==> src/rtl/cof_pkg.sv <==
package cof_pkg;
    typedef enum logic [2:0] {
        COF_JMP_IMM = 3'd0,
        COF_JMP_REL = 3'd1,
        COF_BR_COND = 3'd2,
        COF_CALL    = 3'd3,
        COF_RET     = 3'd4
    } cof_kind_e;

    typedef enum logic [1:0] {
        SQ_IDLE     = 2'd0,
        SQ_REDIRECT = 2'd1,
        SQ_DRAIN    = 2'd2
    } seq_state_e;
endpackage

==> src/rtl/cof_target_unit.sv <==
module cof_target_unit #(
    parameter int AW             = 32,
    parameter int PEN_IMM        = 2,
    parameter int PEN_REL        = 3,
    parameter int PEN_MISS_EXTRA = 1,
    parameter int CW             = 3
) (
    input  logic [2:0]    kind,
    input  logic          cond,
    input  logic          delayed,
    input  logic [AW-1:0] pc,
    input  logic [AW-1:0] imm,
    input  logic [AW-1:0] stack_ret,
    input  logic          rc_valid,
    input  logic [AW-1:0] rc_addr,
    output logic          taken,
    output logic          is_call,
    output logic          is_ret,
    output logic [AW-1:0] target,
    output logic [CW-1:0] penalty
);
    import cof_pkg::*;

    localparam logic [CW-1:0] P_IMM  = CW'(PEN_IMM);
    localparam logic [CW-1:0] P_REL  = CW'(PEN_REL);
    localparam logic [CW-1:0] P_MISS = CW'(PEN_IMM + PEN_MISS_EXTRA);

    logic [CW-1:0] base_pen;
    logic [AW-1:0] rel_tgt;

    assign rel_tgt = pc + imm;

    always_comb begin
        taken    = 1'b0;
        is_call  = 1'b0;
        is_ret   = 1'b0;
        target   = '0;
        base_pen = '0;
        case (kind)
            COF_JMP_IMM: begin
                taken    = 1'b1;
                target   = imm;
                base_pen = P_IMM;
            end
            COF_JMP_REL: begin
                taken    = 1'b1;
                target   = rel_tgt;
                base_pen = P_REL;
            end
            COF_BR_COND: begin
                taken    = cond;
                target   = rel_tgt;
                base_pen = cond ? P_REL : '0;
            end
            COF_CALL: begin
                taken    = 1'b1;
                is_call  = 1'b1;
                target   = imm;
                base_pen = P_IMM;
            end
            COF_RET: begin
                taken    = 1'b1;
                is_ret   = 1'b1;
                target   = rc_valid ? rc_addr : stack_ret;
                base_pen = rc_valid ? P_IMM : P_MISS;
            end
            default: begin
                taken    = 1'b0;
            end
        endcase
        penalty = (delayed && base_pen != '0) ? base_pen - 1'b1 : base_pen;
    end

    always_comb begin
        assert (!(is_call && is_ret));
    end
endmodule

==> src/rtl/cof_ret_cache.sv <==
module cof_ret_cache #(
    parameter int AW = 32
) (
    input  logic          clk,
    input  logic          rst_n,
    input  logic          wr_en,
    input  logic [AW-1:0] wr_addr,
    input  logic          clr_en,
    output logic          valid,
    output logic [AW-1:0] addr
);
    always_ff @(posedge clk or negedge rst_n) begin
        if (!rst_n) begin
            valid <= 1'b0;
            addr  <= '0;
        end else if (wr_en) begin
            valid <= 1'b1;
            addr  <= wr_addr;
        end else if (clr_en) begin
            valid <= 1'b0;
        end
    end

    AST_CALL_FILLS_CACHE: assert property (@(posedge clk) disable iff (!rst_n)
        wr_en |=> (valid && addr == $past(wr_addr)));
    AST_RET_EMPTIES_CACHE: assert property (@(posedge clk) disable iff (!rst_n)
        (clr_en && !wr_en) |=> !valid);
    AST_CACHE_HOLDS: assert property (@(posedge clk) disable iff (!rst_n)
        (!wr_en && !clr_en) |=> ($stable(valid) && $stable(addr)));
endmodule

==> src/rtl/cof_bubble_fsm.sv <==
module cof_bubble_fsm #(
    parameter int AW = 32,
    parameter int CW = 3
) (
    input  logic          clk,
    input  logic          rst_n,
    input  logic          start,
    input  logic [CW-1:0] start_pen,
    input  logic [AW-1:0] start_tgt,
    input  logic          start_delayed,
    output logic          idle,
    output logic          redirect,
    output logic [AW-1:0] target,
    output logic          bubble,
    output logic          flush,
    output logic          slot_keep
);
    import cof_pkg::*;

    seq_state_e    st_q, st_n;
    logic [CW-1:0] rem_q, rem_n;
    logic [AW-1:0] tgt_q, tgt_n;
    logic          dly_q, dly_n;

    always_ff @(posedge clk or negedge rst_n) begin
        if (!rst_n) begin
            st_q  <= SQ_IDLE;
            rem_q <= '0;
            tgt_q <= '0;
            dly_q <= 1'b0;
        end else begin
            st_q  <= st_n;
            rem_q <= rem_n;
            tgt_q <= tgt_n;
            dly_q <= dly_n;
        end
    end

    always_comb begin
        st_n  = st_q;
        rem_n = rem_q;
        tgt_n = tgt_q;
        dly_n = dly_q;
        unique case (st_q)
            SQ_IDLE: begin
                if (start && start_pen != '0) begin
                    st_n  = SQ_REDIRECT;
                    rem_n = start_pen;
                    tgt_n = start_tgt;
                    dly_n = start_delayed;
                end
            end
            SQ_REDIRECT, SQ_DRAIN: begin
                rem_n = rem_q - 1'b1;
                st_n  = (rem_q == 1) ? SQ_IDLE : SQ_DRAIN;
            end
            default: st_n = SQ_IDLE;
        endcase
    end

    always_comb begin
        idle      = (st_q == SQ_IDLE);
        redirect  = (st_q == SQ_REDIRECT);
        bubble    = (st_q != SQ_IDLE);
        flush     = bubble;
        slot_keep = redirect && dly_q;
        target    = tgt_q;
    end

    AST_REDIRECT_PULSE: assert property (@(posedge clk) disable iff (!rst_n)
        redirect |=> !redirect);
    AST_START_REDIRECTS: assert property (@(posedge clk) disable iff (!rst_n)
        (start && idle && start_pen != '0) |=> redirect);
    AST_TARGET_HELD: assert property (@(posedge clk) disable iff (!rst_n)
        (bubble && !redirect) |-> $stable(target));
    AST_COUNT_NONZERO: assert property (@(posedge clk) disable iff (!rst_n)
        bubble |-> (rem_q != '0));
endmodule

==> src/rtl/cof_sequencer.sv <==
module cof_sequencer #(
    parameter int AW             = 32,
    parameter int PEN_IMM        = 2,
    parameter int PEN_REL        = 3,
    parameter int PEN_MISS_EXTRA = 1
) (
    input  logic          clk,
    input  logic          rst_n,
    input  logic          evt_valid,
    input  logic [2:0]    evt_kind,
    input  logic          evt_cond,
    input  logic          evt_delayed,
    input  logic [AW-1:0] evt_pc,
    input  logic [AW-1:0] evt_next_pc,
    input  logic [AW-1:0] evt_imm,
    input  logic [AW-1:0] stack_ret,
    output logic          fetch_redirect,
    output logic [AW-1:0] fetch_target,
    output logic          issue_bubble,
    output logic          flush_younger,
    output logic          slot_keep
);
    localparam int CW = $clog2(PEN_REL + PEN_IMM + PEN_MISS_EXTRA + 1);

    logic          idle;
    logic          taken, is_call, is_ret;
    logic [AW-1:0] tgt;
    logic [CW-1:0] pen;
    logic          rc_valid;
    logic [AW-1:0] rc_addr;
    logic          accept;

    assign accept = evt_valid && idle;

    cof_target_unit #(
        .AW(AW), .PEN_IMM(PEN_IMM), .PEN_REL(PEN_REL),
        .PEN_MISS_EXTRA(PEN_MISS_EXTRA), .CW(CW)
    ) u_target (
        .kind(evt_kind), .cond(evt_cond), .delayed(evt_delayed),
        .pc(evt_pc), .imm(evt_imm), .stack_ret(stack_ret),
        .rc_valid(rc_valid), .rc_addr(rc_addr),
        .taken(taken), .is_call(is_call), .is_ret(is_ret),
        .target(tgt), .penalty(pen)
    );

    cof_ret_cache #(.AW(AW)) u_rcache (
        .clk(clk), .rst_n(rst_n),
        .wr_en(accept && is_call), .wr_addr(evt_next_pc),
        .clr_en(accept && is_ret),
        .valid(rc_valid), .addr(rc_addr)
    );

    cof_bubble_fsm #(.AW(AW), .CW(CW)) u_fsm (
        .clk(clk), .rst_n(rst_n),
        .start(accept && taken), .start_pen(pen), .start_tgt(tgt),
        .start_delayed(evt_delayed),
        .idle(idle), .redirect(fetch_redirect), .target(fetch_target),
        .bubble(issue_bubble), .flush(flush_younger), .slot_keep(slot_keep)
    );

    AST_NOT_TAKEN_QUIET: assert property (@(posedge clk) disable iff (!rst_n)
        (accept && evt_kind == 3'd2 && !evt_cond) |=> !issue_bubble);
    AST_UNKNOWN_KIND_QUIET: assert property (@(posedge clk) disable iff (!rst_n)
        (accept && evt_kind > 3'd4) |=> !issue_bubble);
    AST_SLOT_IN_REDIRECT: assert property (@(posedge clk) disable iff (!rst_n)
        slot_keep |-> (fetch_redirect && flush_younger));
    AST_RET_HIT_TARGET: assert property (@(posedge clk) disable iff (!rst_n)
        (accept && is_ret && rc_valid) |=> (fetch_target == $past(rc_addr)));
endmodule

==> config.mk <==
export PLATFORM = sky130hd
export DESIGN_NAME = cof_sequencer
export DESIGN_NICKNAME = d
export VERILOG_FILES = /design/src/rtl/cof_pkg.sv /design/src/rtl/cof_target_unit.sv /design/src/rtl/cof_ret_cache.sv /design/src/rtl/cof_bubble_fsm.sv /design/src/rtl/cof_sequencer.sv
export SDC_FILE = /design/constraint.sdc
export NUM_CORES = 1
export LEC_CHECK = 0
export BUFFER_PORTS_ARGS = -buffer_cell sky130_fd_sc_hd__buf_2
export CAP_MARGIN = 25
export CORE_UTILIZATION = 30
export CTS_CLUSTER_SIZE = 20
export DETAILED_ROUTE_END_ITERATION = 6
export GPL_ROUTABILITY_DRIVEN = 1
export PLACE_DENSITY = 0.6
export SYNTH_ARGS = -nofsm -noshare
export SYNTH_HDL_FRONTEND = slang
export SYNTH_HIERARCHICAL = 1
export SYNTH_SLANG_ARGS = --single-unit
==> constraint.sdc <==
create_clock -name clk -period 3.12 [get_ports clk]
set_clock_uncertainty 0.2 [all_clocks]
set_input_delay 0.468 -clock clk [delete_from_list [all_inputs] [get_ports clk]]
set_output_delay 0.468 -clock clk [all_outputs]
set_load 0.02 [all_outputs]
# == After elaboration in Yosys (flattened, before gate mapping) ==
# Cells that the tools add are included.
# classes
add_sub_neg,3
mul,0
n_div,0
magnitude_cmp,0
n_eq_ne,8
n_shift,0
n_mux,16
bitwise_logic,0
n_reduce_logical,20
# op_table
operator,n
one-hot mux 32 bit (3 select lines),1
adder 32 bit,1
2-to-1 mux 32 bit,1
one-hot mux 3 bit (4 select lines),1
logical AND 1 bit,7
"equality test 3 x 1 -> 1 bit, second input constant",2
"equality test 3 x 2 -> 1 bit, second input constant",2
2-to-1 mux 2 bit,3
2-to-1 mux 3 bit,2
one-hot mux 3 bit (2 select lines),1
nonzero test 2 bit,3
nonzero test 3 bit,2
OR reduction 2 bit,3
"subtractor 3 x 1 -> 3 bit, second input constant",2
2-to-1 mux 1 bit,5
one-hot mux 2 bit (2 select lines),1
AND reduction 2 bit,2
OR reduction 4 bit,1
"equality test 3 bit, second input constant",1
logical NOT 3 bit,1
"equality test 2 x 1 -> 1 bit, second input constant",1
"equality test 2 bit, second input constant",1
logical NOT 2 bit,1
"!= test 2 x 1 -> 1 bit, second input constant",1
one-hot mux 1 bit (2 select lines),1
# word_totals
regBits,71
latchBits,0
ramBits,0
mem_bits_ro,0
in_bits,136
out_inout_bits,36
wordCells,53
n_memories,0

# == Logic depth before layout (Yosys ltp) ==
# Gate-level depths: netlist (run 1).
# depth
depth_word,10
mapped_depth,12
ltp_nobuf,12

# == Cells and area by module ==
# Netlist (run 1), hierarchy kept.
# by_module_without_submodules
mod,n_inst,cells_each,area_each_um2,seq_area_each_um2
cof_target_unit,1,347,2473.6,0.0
cof_bubble_fsm,1,116,1664.1,950.9
cof_ret_cache,1,71,1377.6,825.8
cof_sequencer,1,3,18.8,0.0

# == Least setup slack after synthesis (run 1) ==
# OpenSTA, ideal clock, no wires.
# synth_path
path_type,input-to-reg
start,input port evt_pc[8]
end,register u_fsm.tgt_q[31] (netlist: u_fsm/target[31])
setup_ns,0.125
t_arrival_ns,3.038
required_time_ns,2.795
path_slack_ns,-0.242
cell_stages,11
n_path_buf,0
cell_sequence,ha_1 a211o_1 a221o_1 a41oi_4 a2111oi_2 or3_4 a211oi_2 a211oi_1 nand3b_1 a211o_1 mux2_2
# synth_between
elab_chain_len,2
# synth_rtl
item,line,rtl
start: declaration,cof_sequencer.sv:13,"input logic [AW-1:0] evt_pc,"
adder 32 bit,cof_target_unit.sv:31,assign rel_tgt = pc + imm;
one-hot mux 32 bit (3 select lines),cof_target_unit.sv:39,case (kind)
named net tgt[31],cof_sequencer.sv:27,logic [AW-1:0] tgt;
end signal: assignment,cof_bubble_fsm.sv:34,tgt_q <= tgt_n;
end: declaration,cof_bubble_fsm.sv:22,"logic [AW-1:0] tgt_q, tgt_n;"
# The timed path passes the listed nets, and every way through them passes these cells.
# A chain may end at the register's enable or synchronous reset.

# == Worst setup path in the final report (run 1) ==
# Ends and elaborated chain as after synthesis.

==> results of run 1 <==
-- what timing repair did --
item / 4_1_cts / 5_1_grt
gates resized for setup: 4 / 9
pin swaps: 2 / 5
endpoints found under the setup margin: 3 / 6
-- worst max-delay path: cells and delay by family --
family	cells	cell delay, ps
compound gates	7	1580
fa+ha+maj	1	230
buf+inv	1	100
mux	1	260
simple gates	2	540
-- cells by family after synthesis --
logic type / after synthesis / synth area share
compound gates: 135 / 0.175
flops: 71 / 0.321
mux: 105 / 0.224
fa+ha+maj: 39 / 0.0895
simple gates: 112 / 0.0956
xor+xnor: 29 / 0.0459
buf+inv: 46 / 0.0491
-- layout make-up --
class	count	area, µm²	share of cell area
Inverter	19	71.3	0.00965
Clock buffer	10	239	0.0323
Timing Repair Buffer	234	1370	0.185
Antenna cell	1	2.50	0.000339
Sequential cell	71	1780	0.241
Multi-Input combinational cell	420	3600	0.487
Tap cell	229	287	0.0388
Clock inverter	6	42.5	0.00576
-- synth_stat cells (4+ instances only) --
master / instances / area (µm²)
sky130_fd_sc_hd__and3_1: 7 / 43.8
sky130_fd_sc_hd__a211o_1: 4 / 35.0
sky130_fd_sc_hd__a21oi_1: 34 / 170
sky130_fd_sc_hd__clkbuf_1: 13 / 48.8
sky130_fd_sc_hd__xor2_1: 10 / 87.6
sky130_fd_sc_hd__nor2_1: 32 / 120
sky130_fd_sc_hd__o21ai_0: 20 / 100
sky130_fd_sc_hd__a21o_1: 11 / 82.6
sky130_fd_sc_hd__mux2_2: 34 / 383
sky130_fd_sc_hd__o221ai_1: 13 / 114
sky130_fd_sc_hd__xnor2_1: 19 / 166
sky130_fd_sc_hd__nor3_1: 5 / 25.0
sky130_fd_sc_hd__nand2b_1: 6 / 37.5
sky130_fd_sc_hd__inv_1: 19 / 71.3
sky130_fd_sc_hd__nand2_1: 36 / 135
sky130_fd_sc_hd__dfrtp_1: 71 / 1780
sky130_fd_sc_hd__mux2i_1: 40 / 400
sky130_fd_sc_hd__buf_6: 6 / 67.6
sky130_fd_sc_hd__o22ai_1: 13 / 81.3
sky130_fd_sc_hd__ha_1: 38 / 475
sky130_fd_sc_hd__nand3_1: 10 / 50.1
sky130_fd_sc_hd__mux2_4: 29 / 435
-- power groups by stage --
stage / clock network [mW] / logic (mW) / registers, mW
after floorplan: 0 / 1.57 / 1.85
after global placement: 0 / 2.54 / 1.64
after detailed placement: 0 / 2.57 / 1.66
after CTS: 1.03 / 2.58 / 1.64
after global routing: 1.07 / 2.80 / 1.71
final: 0.988 / 2.56 / 1.64
-- stage by stage --
| step | hold slack (ps) | std cells |
|---|---|---|
| 2_1_floorplan | -27.6 | 537 |
| 3_3_place_gp | 277 | 973 |
| 3_5_place_dp | 280 | 973 |
| 4_1_cts | 37.9 | 989 |
| 5_1_grt | 53.3 | 989 |
| 6_report | 8.25 | 990 |
-- final timing paths --
check	startpoint	end	slack, ps	cells past startpoint
worst max-delay path	evt_pc[8]	u_fsm/target[31]	-40	12
worst min-delay path	rst_n	u_fsm/target[0]	8	1
worst max register to register	u_rcache/valid	u_fsm/target[11]	520	8
worst min register to register	u_fsm/target[16]	u_fsm/target[16]	290	1
max in group asynchronous	rst_n	u_rcache/addr[8]	2080	2
min in group clk	evt_next_pc[11]	u_rcache/addr[11]	160	2
-- layer usage --
metal | part of all wire | up-vias | wire length, µm | global-route usage
met2 | 0.47 | 144 | 7870 | 0.312
met4 | 0.012 | 2 | 202 | 0.0501
met5 | 0.00059 | - | 10 | 0
li1 | - | 2418 | - | -
met3 | 0.072 | 17 | 1230 | 0.0537
met1 | 0.45 | 2296 | 7600 | 0.223
-- cells in the final DEF, fill, tap and decap left out, types with 4 or more instances in the layout --
cell type | netlist | final
sky130_fd_sc_hd__nand2b_1 | 6 | 6
sky130_fd_sc_hd__xor2_1 | 10 | 10
sky130_fd_sc_hd__nor2_1 | 32 | 32
sky130_fd_sc_hd__o221ai_1 | 13 | 13
sky130_fd_sc_hd__and3_1 | 7 | 6
sky130_fd_sc_hd__mux2_4 | 29 | 30
sky130_fd_sc_hd__buf_4 | 1 | 62
sky130_fd_sc_hd__nand2_1 | 36 | 36
sky130_fd_sc_hd__nand3_1 | 10 | 10
sky130_fd_sc_hd__inv_1 | 19 | 19
sky130_fd_sc_hd__clkbuf_16 | 0 | 9
sky130_fd_sc_hd__o21ai_0 | 20 | 19
sky130_fd_sc_hd__mux2_2 | 34 | 33
sky130_fd_sc_hd__mux2i_1 | 40 | 40
sky130_fd_sc_hd__nor3_1 | 5 | 5
sky130_fd_sc_hd__a211o_1 | 4 | 4
sky130_fd_sc_hd__ha_4 | 0 | 4
sky130_fd_sc_hd__dfrtp_1 | 71 | 70
sky130_fd_sc_hd__a21oi_1 | 34 | 33
sky130_fd_sc_hd__ha_1 | 38 | 34
sky130_fd_sc_hd__buf_2 | 1 | 168
sky130_fd_sc_hd__a21o_1 | 11 | 11
sky130_fd_sc_hd__o22ai_1 | 13 | 13
sky130_fd_sc_hd__xnor2_1 | 19 | 18
-- sequential cells by signal, indices dropped and copies added (netlist names) --
register and cells:
u_fsm/target 32, u_rcache/addr 32, u_fsm/rem_q 3, u_fsm/st_q 2, u_fsm/dly_q 1, u_rcache/valid 1
==> run metrics, run 1 <==
clock slew seen by the registers of the worst setup and hold paths 60 ps; I/O pins 172; most used flip-flop cell after synthesis sky130_fd_sc_hd__dfrtp_1; number of clock sinks seen by CTS 71; clock share of power 0.190; required time of the critical path 3140 ps; ratio of cells with drive above 1 in the final layout 0.449; DRC violations left 0; final count of hold timing violations 0; vias after detailed routing 4,877; share of total power consumed by net switching 0.380; vias in the first global route 4,936; routability-driven placement congestion ratio 0.844; max-slew violation count 0; ratio of routed vias to standard cells 4.93; largest net degree at the start of global routing 59; worst setup slack after placement -483 ps; Die Footprint 0.0190 mm²; number of synthesized flops with an enable pin 0; net total in the final layout 930; critical path cell sequence buf_6, ha_4, a211o_1, a221o_1, a41oi_4, a2111oi_4, or3_4, a211oi_4, a211oi_2, nand3b_1, a211o_1, mux2_4; Wirelength per Cell 17.1 µm; number of antenna violations at the first check in global routing 1; final total power 5.19 mW; relative max-transition margin 0.341; Post-Synthesis Mean Instance Area 10.3 µm²; Internal Pwr Total 3.22 mW; buffer cell driving the clock tree root sky130_fd_sc_hd__clkbuf_16; count of warnings emitted by yosys 6; setup tns final -37.8 ps; hold_buf cts 0; synthesized net count 712; Arr. time, crit path 3180 ps; post-route setup slack -37.8 ps; largest driver fanout on the critical path 3; CTS tree done; sequential power share 0.315; remaining global-route overflow 0; buffers from clock root to sink, at most 2; slew at the pin with the worst max-slew slack 988 ps; post-route ant nets 0; kind of capture point of the worst setup path flip-flop; post-layout minimum cycle time 3160 ps; HPWL after detailed placement 12,900 µm; sequential fraction of the synthesis area 0.321; final critical-path share of the clock period 1.01; f_max 317 MHz; Post-DP Area 0.00705 mm²; DRC marker count from the first detailed-route iteration 138; result of the run complete, but fails checks; cell at the slowest stage of the critical path sky130_fd_sc_hd__a221o_1; unrepaired setup endpoints after global routing yes; part of the total power dissipated in combinational logic 0.494; flip-flop and latch count after synthesis 71; max capacitance violation total 0; global-route usage over all layers 0.183; count of filler cells inserted in the layout 1,797; hold crit path type in -> async; total CTS buffers 9; count of buffers from port buffering 171; highest ir drop seen on vdd 0.383 mV; core utilization of the finished layout 0.410; delay of the slowest cell on the worst path 390 ps; first drt pass iteration count 4; gate count after technology mapping 537; number of post-CTS setup repair buffers 0; total power density per cell area 702 mW/mm²; die boundary height 138 µm; synth unique cells 66; net switching component of the power 1.97 mW; area of all placed cells without fillers 0.00739 mm²; proportion of synthesized flip-flops having asynchronous set or reset 1.00; post-synthesis instance area 0.00553 mm²; wire length of the first global-routing pass 25,900 µm; failing checks negative setup slack; Static Leakage 3.67 nW; final WL 16,900 µm; # rows 49; area growth from synthesis to layout 33.6%; CP dominant cell by count sky130_fd_sc_hd__a211o_1; width of the die 138 µm; initial standard-cell utilization of the core 0.307; core area 0.0180 mm²; insertion delay of the later-clocked pin in the worst-skew pair 340 ps; Critical Path Source Type input port; count of final setup violators 1; type of the worst setup path in -> reg; H-Tree Depth 3
(Power assumes the default switching activity.)
==> inputs of run 2 (changes only) <==
--- a/config.mk
+++ b/config.mk
@@ -5,13 +5,14 @@
 export SDC_FILE = /design/constraint.sdc
 export NUM_CORES = 1
 export LEC_CHECK = 0
-export BUFFER_PORTS_ARGS = -buffer_cell sky130_fd_sc_hd__buf_2
+export ABC_AREA = 1
 export CAP_MARGIN = 25
 export CORE_UTILIZATION = 30
 export CTS_CLUSTER_SIZE = 20
 export DETAILED_ROUTE_END_ITERATION = 6
+export DONT_BUFFER_PORTS = 1
 export GPL_ROUTABILITY_DRIVEN = 1
-export PLACE_DENSITY = 0.6
+export PLACE_DENSITY = 0.52
 export SYNTH_ARGS = -nofsm -noshare
 export SYNTH_HDL_FRONTEND = slang
 export SYNTH_HIERARCHICAL = 1
==> run metrics, run 2 <==
result of the run finished clean; max capacitance violation total 0; net total in the final layout 1,252; slew at the pin with the worst max-slew slack 618 ps; kind of capture point of the worst setup path flip-flop; gate count after technology mapping 1,089; CTS tree done; cell at the slowest stage of the critical path sky130_fd_sc_hd__o21ai_0; post-layout minimum cycle time 2550 ps; global-route usage over all layers 0.188; layer with the highest usage after global routing met2; die boundary height 151 µm; highest ir drop seen on vdd 0.307 mV; max-slew violation count 0; remaining global-route overflow 0; core area 0.0218 mm²; Yosys top cell by area sky130_fd_sc_hd__dfrtp_1; antenna diode count 0; family of cells with the greatest summed delay on the critical path compound AO/OA/AOI/OAI gates; buffers from clock root to sink, at most 2; vias in the first global route 5,924; sequential fraction of the synthesis area 0.268; setup tns final 0 ps; leading cell type in the layout, fill and taps excluded sky130_fd_sc_hd__nand2_1; number of clock sinks seen by CTS 71; HPWL after detailed placement 17,200 µm; synth unique cells 41; proportion of synthesized flip-flops having asynchronous set or reset 1.00; Critical Path Source Type input port; flip-flop and latch count after synthesis 71; count of buffers from port buffering 0; most repeated cell in the gate-level netlist after synthesis sky130_fd_sc_hd__nand2_1; first drt pass iteration count 5; number of antenna violations at the first check in global routing 0; top post-synthesis cells by count sky130_fd_sc_hd__nand2_1, sky130_fd_sc_hd__inv_1, sky130_fd_sc_hd__dfrtp_1; required time of the critical path 3130 ps; final count of hold timing violations 0; final critical-path share of the clock period 0.816; final WL 20,700 µm; number of post-CTS setup repair buffers 0; Arr. time, crit path 2550 ps; type of the worst setup path in -> reg; Die Footprint 0.0227 mm²; relative max-transition margin 0.588; count of buffer and inverter cells on the critical path 3; initial standard-cell utilization of the core 0.305; count of filler cells inserted in the layout 2,507; H-Tree Depth 3; vias after detailed routing 6,223; # rows 54; ratio of routed vias to standard cells 4.57; Static Leakage 4.02 nW; area growth from synthesis to layout 7.14%; total power density per cell area 656 mW/mm²; worst setup slack after placement 262 ps; number of synthesized flops with an enable pin 0; DRC violations left 0; hold crit path type in -> reg; area share of the largest cell type after synthesis 0.268; core utilization of the finished layout 0.327; area of all placed cells without fillers 0.00711 mm²; Post-DP Area 0.00678 mm²; Post-Synthesis Mean Instance Area 6.10 µm²; count of final setup violators 0; width of the die 151 µm; met2 GRT Util 0.332; I/O pins 172; post-route ant nets 0; count of warnings emitted by yosys 6; number of gates given a new drive strength after cts 0; insertion delay of the later-clocked pin in the worst-skew pair 330 ps; CP dominant cell by count sky130_fd_sc_hd__o21ai_0; GR Layer Usage met1 0.222; post-route setup slack 573 ps; largest driver fanout on the critical path 33; critical path cell sequence inv_1, o21ai_0, o21ai_0, o211ai_2, ha_1, inv_1, nand2_1, o21ai_0, nor2_1, nand2_2, nand3_4, buf_4, nand2_1, o21ai_0; routability-driven placement congestion ratio 0.880; ratio of cells with drive above 1 in the final layout 0.0509; post-synthesis instance area 0.00664 mm²; worst hold slack 46.8 ps; largest net degree at the start of global routing 72; clock slew seen by the registers of the worst setup and hold paths 60 ps; wire length of the first global-routing pass 32,100 µm; leading cell types in the layout, fill and taps excluded sky130_fd_sc_hd__nand2_1, sky130_fd_sc_hd__inv_1, sky130_fd_sc_hd__dfrtp_1; buffer cell driving the clock tree root sky130_fd_sc_hd__clkbuf_16; most used flip-flop cell after synthesis sky130_fd_sc_hd__dfrtp_1; Wirelength per Cell 15.2 µm; total CTS buffers 9; f_max 393 MHz; leading post-synthesis cells by cell area sky130_fd_sc_hd__dfrtp_1, sky130_fd_sc_hd__nand2_1, sky130_fd_sc_hd__inv_1, sky130_fd_sc_hd__ha_1, sky130_fd_sc_hd__nand3_1; global routing usage on met3 0.0615; synthesized net count 1,264; unrepaired setup endpoints after global routing no; delay of the slowest cell on the worst path 270 ps; DRC marker count from the first detailed-route iteration 251
## run 2: changes by cell type after synthesis, moves of 16 or more
cell / previous run / this run
sky130_fd_sc_hd__mux2_4: 29 / 0
sky130_fd_sc_hd__mux2i_1: 40 / 2
sky130_fd_sc_hd__xnor2_1: 19 / 2
sky130_fd_sc_hd__o211ai_1: 2 / 33
sky130_fd_sc_hd__o21ai_1: 1 / 18
sky130_fd_sc_hd__nand3_1: 10 / 65
sky130_fd_sc_hd__inv_1: 19 / 205
sky130_fd_sc_hd__nand2_2: 0 / 16
sky130_fd_sc_hd__mux2_2: 34 / 0
sky130_fd_sc_hd__nand2_1: 36 / 464
sky130_fd_sc_hd__nor2_1: 32 / 49
## run 2: cell type report
type                    count  area (µm²)  area share
multi-input cells         779        3800       0.534
flip-flops and latches     71        1780       0.250
inverters                 208         792       0.111
well taps                 280         350      0.0493
clock buffers              10         239      0.0336
repair buffers              8        95.1      0.0134
clock inverters             5        58.8     0.00827
## run 2: metrics by stage
stage               instances  total power [mW]
floorplan                1089              3.24
global placement         1344              3.63
detailed placement       1344              3.67
CTS                      1361              4.75
global route             1361              5.11
finish                   1361              4.67
## run 2: final timing paths
kind | startpoint | to | slack (ps) | cells after the start
max | evt_kind[2] | u_fsm/target[9] | 570 | 14
min | evt_next_pc[27] | u_rcache/addr[27] | 50 | 2
max reg2reg | u_rcache/valid | u_fsm/target[9] | 710 | 12
min reg2reg | u_rcache/addr[12] | u_rcache/addr[12] | 270 | 2
max in group asynchronous | rst_n | u_fsm/target[7] | 1850 | 2
min in group asynchronous | rst_n | u_rcache/addr[10] | 540 | 2
## run 2: cell families (layout without fill, tap and decap cells)
family,Yosys count,count (layout),share of synthesized area
buf+inv,239,231,0.160
compound gates,110,110,0.100
simple gates,624,624,0.389
xor+xnor,4,4,0.00528
fa+ha+maj,39,39,0.0746
flops,71,71,0.268
mux,2,2,0.00302
## run 2: power breakdown
group	internal [mW]	leakage, nW	switching [mW]
clock	0.636	0.141	0.392
combinational	0.598	2.97	1.12
sequential	1.36	0.910	0.568
## run 2: repair_timing
item / in CTS / in global routing
hold buffers: 2 / 0
endpoints found under the hold margin: 71 / 0
endpoints found under the setup margin: 0 / 0
## run 2: metal layers
metal,wire [µm],share of wire,vias to the layer above
li1,-,-,3307
met1,8610,0.42,2742
met2,10100,0.49,159
met3,1820,0.088,15
met4,175,0.0085,0
met5,0,0,-
## run 2: worst reg2reg max path: cells and delay by family (launching register included)
kind	cells	cell delay [ps]
AO/OA/AOI/OAI	4	740
AND/OR/NAND/NOR	5	450
adder cells (fa/ha/maj)	1	210
buffers and inverters	2	290
flip-flops	1	400
==> inputs of run 3 (changes only) <==
--- a/config.mk
+++ b/config.mk
@@ -12,7 +12,7 @@
 export DETAILED_ROUTE_END_ITERATION = 6
 export DONT_BUFFER_PORTS = 1
 export GPL_ROUTABILITY_DRIVEN = 1
-export PLACE_DENSITY = 0.52
+export PLACE_DENSITY = 0.51
 export SYNTH_ARGS = -nofsm -noshare
 export SYNTH_HDL_FRONTEND = slang
 export SYNTH_HIERARCHICAL = 1
==> constraint.sdc (replaced) <==
create_clock -name clk -period 2.6 [get_ports clk]
set_clock_uncertainty 0.2 [all_clocks]
set_input_delay 0.39 -clock clk [delete_from_list [all_inputs] [get_ports clk]]
set_output_delay 0.39 -clock clk [all_outputs]
set_load 0.02 [all_outputs]
==> run metrics, run 3 (synthesis results as in run 2) <==
count of final setup violators 0; Internal Pwr Total 3.30 mW; area growth from synthesis to layout 13.8%; sequential power share 0.398; vias after detailed routing 6,454; worst reg2reg path depth 12; final count of hold timing violations 0; unrepaired setup endpoints after global routing no; ratio of cells with drive above 1 in the final layout 0.0553; largest driver fanout on the critical path 30; buffers from clock root to sink, at most 2; number of post-CTS setup repair buffers 0; CTS tree done; total power density per cell area 771 mW/mm²; remaining global-route overflow 0; # rows 54; type of the worst setup path reg -> reg; final WL 21,300 µm; number of antenna violations at the first check in global routing 0; post-route setup slack 218 ps; Critical Path Source Type flip-flop; kind of capture point of the worst setup path flip-flop; Die Footprint 0.0227 mm²; highest ir drop seen on vdd 0.373 mV; DRC marker count from the first detailed-route iteration 307; final critical-path share of the clock period 0.916; leading cell types in the layout, fill and taps excluded sky130_fd_sc_hd__nand2_1, sky130_fd_sc_hd__inv_1, sky130_fd_sc_hd__dfrtp_1; Static Leakage 4.22 nW; worst setup slack after placement -16.1 ps; global-route usage over all layers 0.192; relative max-transition margin 0.584; post-route ant nets 0; initial standard-cell utilization of the core 0.305; Wirelength per Cell 15.2 µm; CP dominant cell by count sky130_fd_sc_hd__o21ai_0; setup tns final 0 ps; width of the die 151 µm; part of the total power dissipated in combinational logic 0.366; max-slew violation count 0; slew at the pin with the worst max-slew slack 624 ps; share of total power consumed by net switching 0.434; H-Tree Depth 3; hold_buf cts 35; vias in the first global route 6,207; clock slew seen by the registers of the worst setup and hold paths 60 ps; DRC violations left 0; Arr. time, crit path 2390 ps; leading cell type in the layout, fill and taps excluded sky130_fd_sc_hd__nand2_1; max capacitance violation total 0; first drt pass iteration count 7; buffer cell driving the clock tree root sky130_fd_sc_hd__clkbuf_16; antenna diode count 0; number of clock sinks seen by CTS 71; clock share of power 0.235; count of buffers from port buffering 0; number of cells traversed by the worst hold path 4; net switching component of the power 2.53 mW; insertion delay of the later-clocked pin in the worst-skew pair 340 ps; total CTS buffers 9; post-layout minimum cycle time 2380 ps; largest net degree at the start of global routing 72; hold crit path type in -> reg; net total in the final layout 1,292; f_max 420 MHz; required time of the critical path 2610 ps; I/O pins 172; core area 0.0218 mm²; ratio of routed vias to standard cells 4.60; critical path cell sequence o21ai_0, o211ai_2, ha_1, inv_1, nand2_1, o21ai_0, nor2_1, nand2_2, nand3_4, buf_12, nand2_1, o21ai_0; delay of the slowest cell on the worst path 400 ps; die boundary height 151 µm; routability-driven placement congestion ratio 0.897; HPWL after detailed placement 17,200 µm; cell at the slowest stage of the critical path sky130_fd_sc_hd__dfrtp_2; wire length of the first global-routing pass 32,900 µm; number of gates given a new drive strength after cts 0; result of the run finished clean
## run 3: changes by cell type in the layout (fill, tap and decap cells not counted), sizes merged
cell / change
buf: +7
clkinv: -2
dlygate4sd3: +33
inv: +1
bufinv: +1
clkinvlp: -1
clkbuf: +2
## run 3: area by class of cell
cell class | instances | area [µm²]
fill | 2475 | 14200
multi-input combinational | 779 | 3800
sequential | 71 | 1780
inverter | 208 | 792
timing repair buffer | 48 | 503
tap | 280 | 350
clock buffer | 12 | 256
clock inverter | 4 | 76.3
## run 3: worst max-delay path: cells and delay by family (launching register included)
kind / cells / cell delay (ps)
buf+inv: 2 / 240
fa+ha+maj: 1 / 210
flops: 1 / 400
compound gates: 4 / 760
simple gates: 5 / 450
## run 3: path summary, 6_finish.rpt
check                                   from                 to  slack (ps)
setup / recovery              u_rcache/valid    u_fsm/target[6]         220
hold / removal                    evt_imm[3]    u_fsm/target[3]         130
setup reg to reg              u_rcache/valid    u_fsm/target[6]         220
hold reg to reg            u_rcache/addr[10]  u_rcache/addr[10]         270
max in group asynchronous              rst_n     u_rcache/valid        1470
min in group asynchronous              rst_n   u_fsm/target[11]         400
## run 3: stage by stage
stage	util	instance area [µm²]	hold slack (ps)	std cells	power [mW]
2_1_floorplan	-	6640	-106	1089	3.88
3_3_place_gp	0.315	6860	-104	1351	4.39
3_5_place_dp	0.315	6860	-104	1351	4.42
4_1_cts	0.347	7560	109	1402	5.91
5_1_grt	0.347	7560	129	1402	6.38
6_report	0.347	7560	128	1402	5.83
## run 3: power by group through the flow
stage	sequential [mW]	clock (mW)	combinational, mW
after floorplan	2.18	0	1.70
after global placement	2.35	0	2.04
after detailed placement	2.34	0	2.08
after CTS	2.33	1.42	2.16
after global routing	2.41	1.47	2.50
final	2.32	1.37	2.13
## run 3: per-layer routing
metal | wire length (µm) | track usage | vias up
li1 | - | - | 3389
met1 | 8840 | 0.225 | 2861
met2 | 10100 | 0.328 | 177
met3 | 1840 | 0.0658 | 27
met4 | 509 | 0.0610 | 0
met5 | 0 | 0 | -
